### config.mk
export PLATFORM = sky130hd
export DESIGN_NAME = cr_pred_extract
export DESIGN_NICKNAME = d
export VERILOG_FILES = /design/src/rtl/cr_pred_pkg.sv /design/src/rtl/cr_bit_picker.sv /design/src/rtl/cr_lane_trim.sv /design/src/rtl/cr_pred_reg.sv /design/src/rtl/cr_pred_extract.sv
export SDC_FILE = /design/constraint.sdc
export NUM_CORES = 1
export LEC_CHECK = 0
export ABC_AREA = 1
export BUFFER_PORTS_ARGS = -buffer_cell sky130_fd_sc_hd__buf_2
export CORE_MARGIN = 1
export CORE_UTILIZATION = 38
export DETAILED_ROUTE_END_ITERATION = 7
export PLACE_DENSITY = 0.75
export SETUP_SLACK_MARGIN = 0.15
export SYNTH_ARGS = -nofsm -noshare
export SYNTH_HDL_FRONTEND = slang
export SYNTH_HIERARCHICAL = 1
export SYNTH_SLANG_ARGS = --single-unit
### constraint.sdc
create_clock -name clk_i -period 0.8 [get_ports clk_i]
set_clock_uncertainty 0.15 [all_clocks]
set_input_delay 0.12 -clock clk_i [delete_from_list [all_inputs] [get_ports clk_i]]
set_output_delay 0.12 -clock clk_i [all_outputs]
set_load 0.1 [all_outputs]
### src/rtl/cr_pred_pkg.sv
package cr_pred_pkg;
  localparam int unsigned NUM_FIELDS = 8;
  localparam int unsigned FIELD_W    = 4;
  localparam int unsigned EW_W       = 2;

  typedef enum logic [EW_W-1:0] {
    EW_64 = 2'b00,
    EW_32 = 2'b01,
    EW_16 = 2'b10,
    EW_8  = 2'b11
  } elem_w_e;

  // lanes active for a width code: 1 << code, capped at lane count
  function automatic int unsigned lanes_for(input logic [EW_W-1:0] ew, input int unsigned max_l);
    int unsigned n;
    n = 32'd1 << ew;
    return (n > max_l) ? max_l : n;
  endfunction
endpackage

### src/rtl/cr_bit_picker.sv
module cr_bit_picker #(
  parameter int unsigned NUM_FIELDS = cr_pred_pkg::NUM_FIELDS,
  parameter int unsigned FIELD_W    = cr_pred_pkg::FIELD_W,
  localparam int unsigned CR_W      = NUM_FIELDS * FIELD_W,
  localparam int unsigned SEL_W     = $clog2(FIELD_W)
) (
  input  logic [CR_W-1:0]       cr_i,
  input  logic [SEL_W-1:0]      sel_i,
  output logic [NUM_FIELDS-1:0] picked_o
);
  for (genvar g = 0; g < NUM_FIELDS; g++) begin : g_field
    logic [FIELD_W-1:0] field;
    assign field       = cr_i[g*FIELD_W +: FIELD_W];
    assign picked_o[g] = field[sel_i];
  end
endmodule

### src/rtl/cr_lane_trim.sv
module cr_lane_trim #(
  parameter int unsigned NUM_FIELDS = cr_pred_pkg::NUM_FIELDS,
  localparam int unsigned EW_W      = cr_pred_pkg::EW_W
) (
  input  logic [NUM_FIELDS-1:0] picked_i,
  input  logic [EW_W-1:0]       elem_w_i,
  input  logic                  unpred_i,
  output logic [NUM_FIELDS-1:0] mask_o
);
  logic [NUM_FIELDS-1:0] lane_en;

  for (genvar g = 0; g < NUM_FIELDS; g++) begin : g_lane
    assign lane_en[g] = (g < cr_pred_pkg::lanes_for(elem_w_i, NUM_FIELDS));
    assign mask_o[g]  = lane_en[g] & (unpred_i | picked_i[g]);
  end
endmodule

### src/rtl/cr_pred_reg.sv
module cr_pred_reg #(
  parameter int unsigned W = cr_pred_pkg::NUM_FIELDS
) (
  input  logic         clk_i,
  input  logic         rst_ni,
  input  logic         load_i,
  input  logic [W-1:0] d_i,
  output logic         valid_o,
  output logic [W-1:0] q_o
);
  always_ff @(posedge clk_i or negedge rst_ni) begin
    if (!rst_ni) begin
      valid_o <= 1'b0;
      q_o     <= '0;
    end else begin
      valid_o <= load_i;
      if (load_i) q_o <= d_i;
    end
  end
endmodule

### src/rtl/cr_pred_extract.sv
module cr_pred_extract #(
  parameter int unsigned NUM_FIELDS = cr_pred_pkg::NUM_FIELDS,
  parameter int unsigned FIELD_W    = cr_pred_pkg::FIELD_W,
  localparam int unsigned CR_W      = NUM_FIELDS * FIELD_W,
  localparam int unsigned SEL_W     = $clog2(FIELD_W),
  localparam int unsigned EW_W      = cr_pred_pkg::EW_W
) (
  input  logic                  clk_i,
  input  logic                  rst_ni,
  input  logic                  in_valid_i,
  input  logic [CR_W-1:0]       cr_all_i,
  input  logic [SEL_W-1:0]      bit_sel_i,
  input  logic [EW_W-1:0]       elem_w_i,
  input  logic                  unpred_i,
  output logic                  out_valid_o,
  output logic [NUM_FIELDS-1:0] pred_mask_o
);
  logic [NUM_FIELDS-1:0] picked;
  logic [NUM_FIELDS-1:0] mask_d;

  cr_bit_picker #(.NUM_FIELDS(NUM_FIELDS), .FIELD_W(FIELD_W)) u_pick (
    .cr_i     (cr_all_i),
    .sel_i    (bit_sel_i),
    .picked_o (picked)
  );

  cr_lane_trim #(.NUM_FIELDS(NUM_FIELDS)) u_trim (
    .picked_i (picked),
    .elem_w_i (elem_w_i),
    .unpred_i (unpred_i),
    .mask_o   (mask_d)
  );

  cr_pred_reg #(.W(NUM_FIELDS)) u_reg (
    .clk_i   (clk_i),
    .rst_ni  (rst_ni),
    .load_i  (in_valid_i),
    .d_i     (mask_d),
    .valid_o (out_valid_o),
    .q_o     (pred_mask_o)
  );
endmodule

==> results_dict.tcl <==
set metrics [dict create \
    initial_utilization_pct 40.8 \
    crit_buf_inv 1 \
    synth_compound_area_share_pct 0 \
    switching_share_pct 40.8 \
    synth-xor-area-share_pct 0 \
    synth_warnings 6 \
    p_sw_w 0.000727 \
    grt_use_total_pct 19.9 \
    dp_hpwl_um 1690 \
    min_period_ns 1.20 \
    die_area_um2 2290 \
    grt_pass1_vias 852 \
    comb_power_share_pct 48.3 \
    ant_nets 0 \
    placed_cells 219 \
    placementRows 16 \
    start_kind "flop" \
    clockPowerShare_pct 19.8 \
    ys_types 12 \
    max_stage_delay_ns 0.50 \
    yosysTopAreaCellShare_pct 30.5 \
    cp.arrival_ns 0.93 \
    syn-cell-area_um2 801 \
    reg2reg_to "u_reg/q_o[7]$_DFFE_PN0P_" \
    crit_slowest_cell "dfrtp_4" \
    rrSetupSlack_ns -0.26 \
    crit_required_ns 0.53 \
    die_height_um 47.9 \
    hold_viol_final 1 \
    dr.first_iter.drc_count 16 \
    dp_slack_ns -0.442 \
    drv_slew 0 \
    synthAdderAreaFrac_pct 0 \
    use_met1_pct 22.9 \
    die_x_um 47.9 \
    root_buffer "clkbuf_4" \
    r2r_cells 4 \
    syn_inst 148 \
    outcome "finished, violations left" \
    whs_ns -0.0717 \
    min_from "in_valid_i" \
    rsz0062_at_grt "yes" \
    cp-end-kind "primary output" \
    drt_wl_total_um 2050 \
    drc 0 \
    synth.ff_latch_count 9 \
    layout_common_cells "nand2_1 (61), buf_2 (38), inv_1 (33), nand3_1 (16), nor2_1 (15)" \
    critPathMaxFanout 2 \
    ys_seq_area_share_pct 28.1 \
    cts_tree "built" \
    crit_chain "buf_12" \
    coreArea_um2 1960 \
    max_freq_mhz 830 \
    worst_slack_ns -0.405 \
    cts.htree.levels 1 \
    avgViaCountPerCell 4.39 \
    clock_sinks 9 \
    use_met2_pct 37.6 \
    clock_latency_ns 0.26 \
    io_buffers 48 \
    antennaDiodeCount 0 \
    final_core_util_pct 66.5 \
    syn-num-nets 188 \
    grt_max_degree 19 \
    violations "hold timing, setup timing" \
    gp_congestion 0.775 \
    worst_r2r_startpoint "u_reg/q_o[7]$_DFFE_PN0P_" \
    final_layout_size_suffix_gt1_share_pct 36.3 \
    via_count 1001 \
    crit_start "u_reg/q_o[4]$_DFFE_PN0P_" \
    ys_top_cells_by_area "nand2_1 (30%), dfrtp_1 (28%), inv_1 (16%)" \
    worstSetupPathType "flop to primary output" \
    drt_first_pass_iters 4 \
    area_delta_synth_final_pct 63.0 \
    final_nets 242 \
    clockBufferDepth 2 \
    io_pins 49 \
    vdd.ir_drop.worst_uv 636 \
    hold_buffers 1 \
    clk_pin_slew_ns 0.06 \
    hp-class "primary input to flop" \
    internal_power_w 0.00105 \
    seq_power_share_pct 31.9 \
    overflow 0 \
    fin_cells 228 \
    p_per_area_nw_per_um2 1370 \
    synth.avg_cell_area_um2 5.41 \
    min_path_cells 1 \
    maxCapViolations 0 \
    muxShareOfSynthArea_pct 0 \
    wl_per_cell_um 9.00 \
    maxSlewHeadroom_pct 86.8 \
    numCtsBuffers 3 \
    grt_pass1_wl_um 3270 \
    critPathTopFamily "flip-flops" \
    final_common_cell "nand2_1" \
    min_period_over_period_pct 151 \
    power.leakage_nw 0.819 \
    synth_top_family_by_area "simple AND/OR/NAND/NOR gates" \
    antenna_found_initial 0 \
    use_met3_pct 1.13 \
    top_usage_layer "met2" \
    hold-path-endpoint "u_reg/valid_o$_DFF_PN0_" \
    final-setup-viol-count 17 \
    synth-simple-area-share_pct 48.3 \
    yosysTopAreaCell "nand2_1" \
    worst_pin_slew_ns 0.199 \
]
## power groups by stage
stage / logic, W / clock network [W] / registers [W]
2_1_floorplan: 0.000228 / 0 / 0.000846
3_3_place_gp: 0.000804 / 0 / 0.000570
3_5_place_dp: 0.000819 / 0 / 0.000576
4_1_cts: 0.000842 / 0.000364 / 0.000567
5_1_grt: 0.000926 / 0.000377 / 0.000572
6_report: 0.000861 / 0.000353 / 0.000568
## Yosys cell counts (all sizes together)
cell,n
nand2,65
inv,36
nand3,16
nor2,15
dfrtp,9
buf,5
clkbuf,1
or2,1
## metrics by stage
step           cell area, µm²  total power (W)  setup TNS, ns
6_report                 1310          0.00178          -4.37
5_1_grt                  1310          0.00187          -4.67
4_1_cts                  1270          0.00177          -4.21
3_5_place_dp             1210          0.00140          -4.31
3_3_place_gp             1210          0.00137          -3.93
2_1_floorplan             841          0.00107          -2.42
## routing by layer
layer | up-vias | part of all wire, %
met2 | 40 | 55
met3 | 2 | 5.1
met4 | 0 | 0.93
met1 | 433 | 39
li1 | 526 | -
met5 | - | 0
## registers in the layout, indices dropped and copies added (netlist names)
| signal | flops |
|---|---|
| u_reg/q_o | 8 |
| u_reg/valid_o | 1 |
## worst max path at each step
stage	endpoint	cells past startpoint
6_report	pred_mask_o[4]	1
5_1_grt	pred_mask_o[2]	1
4_1_cts	pred_mask_o[2]	1
3_5_place_dp	u_reg/q_o[1]$_DFFE_PN0P_	9
3_3_place_gp	u_reg/q_o[0]$_DFFE_PN0P_	8
2_1_floorplan	u_reg/q_o[0]$_DFFE_PN0P_	9
## repair_timing
item                                    4_1_cts  5_1_grt
setup buffers                                 1        2
pin swaps                                     6        0
resized for setup                             5        6
gates cloned                                  1        0
hold endpoints to repair                     10        1
endpoints found under the setup margin       17       17
## cell type report
| type | instances | area [µm²] |
|---|---|---|
| Inverter | 36 | 143 |
| Timing Repair Buffer | 54 | 440 |
| Tap cell | 27 | 33.8 |
| Sequential cell | 9 | 259 |
| Multi-Input combinational cell | 97 | 397 |
| Clock buffer | 4 | 26.3 |
| Fill cell | 193 | 657 |
| Timing Repair inverter | 1 | 6.26 |
## cell families (layout without fill, tap and decap cells)
| logic type | after synthesis | in the layout |
|---|---|---|
| and+or+nand+nor | 97 | 97 |
| DFF | 9 | 9 |
| buffers and inverters | 42 | 95 |
(Power assumes the default switching activity.)
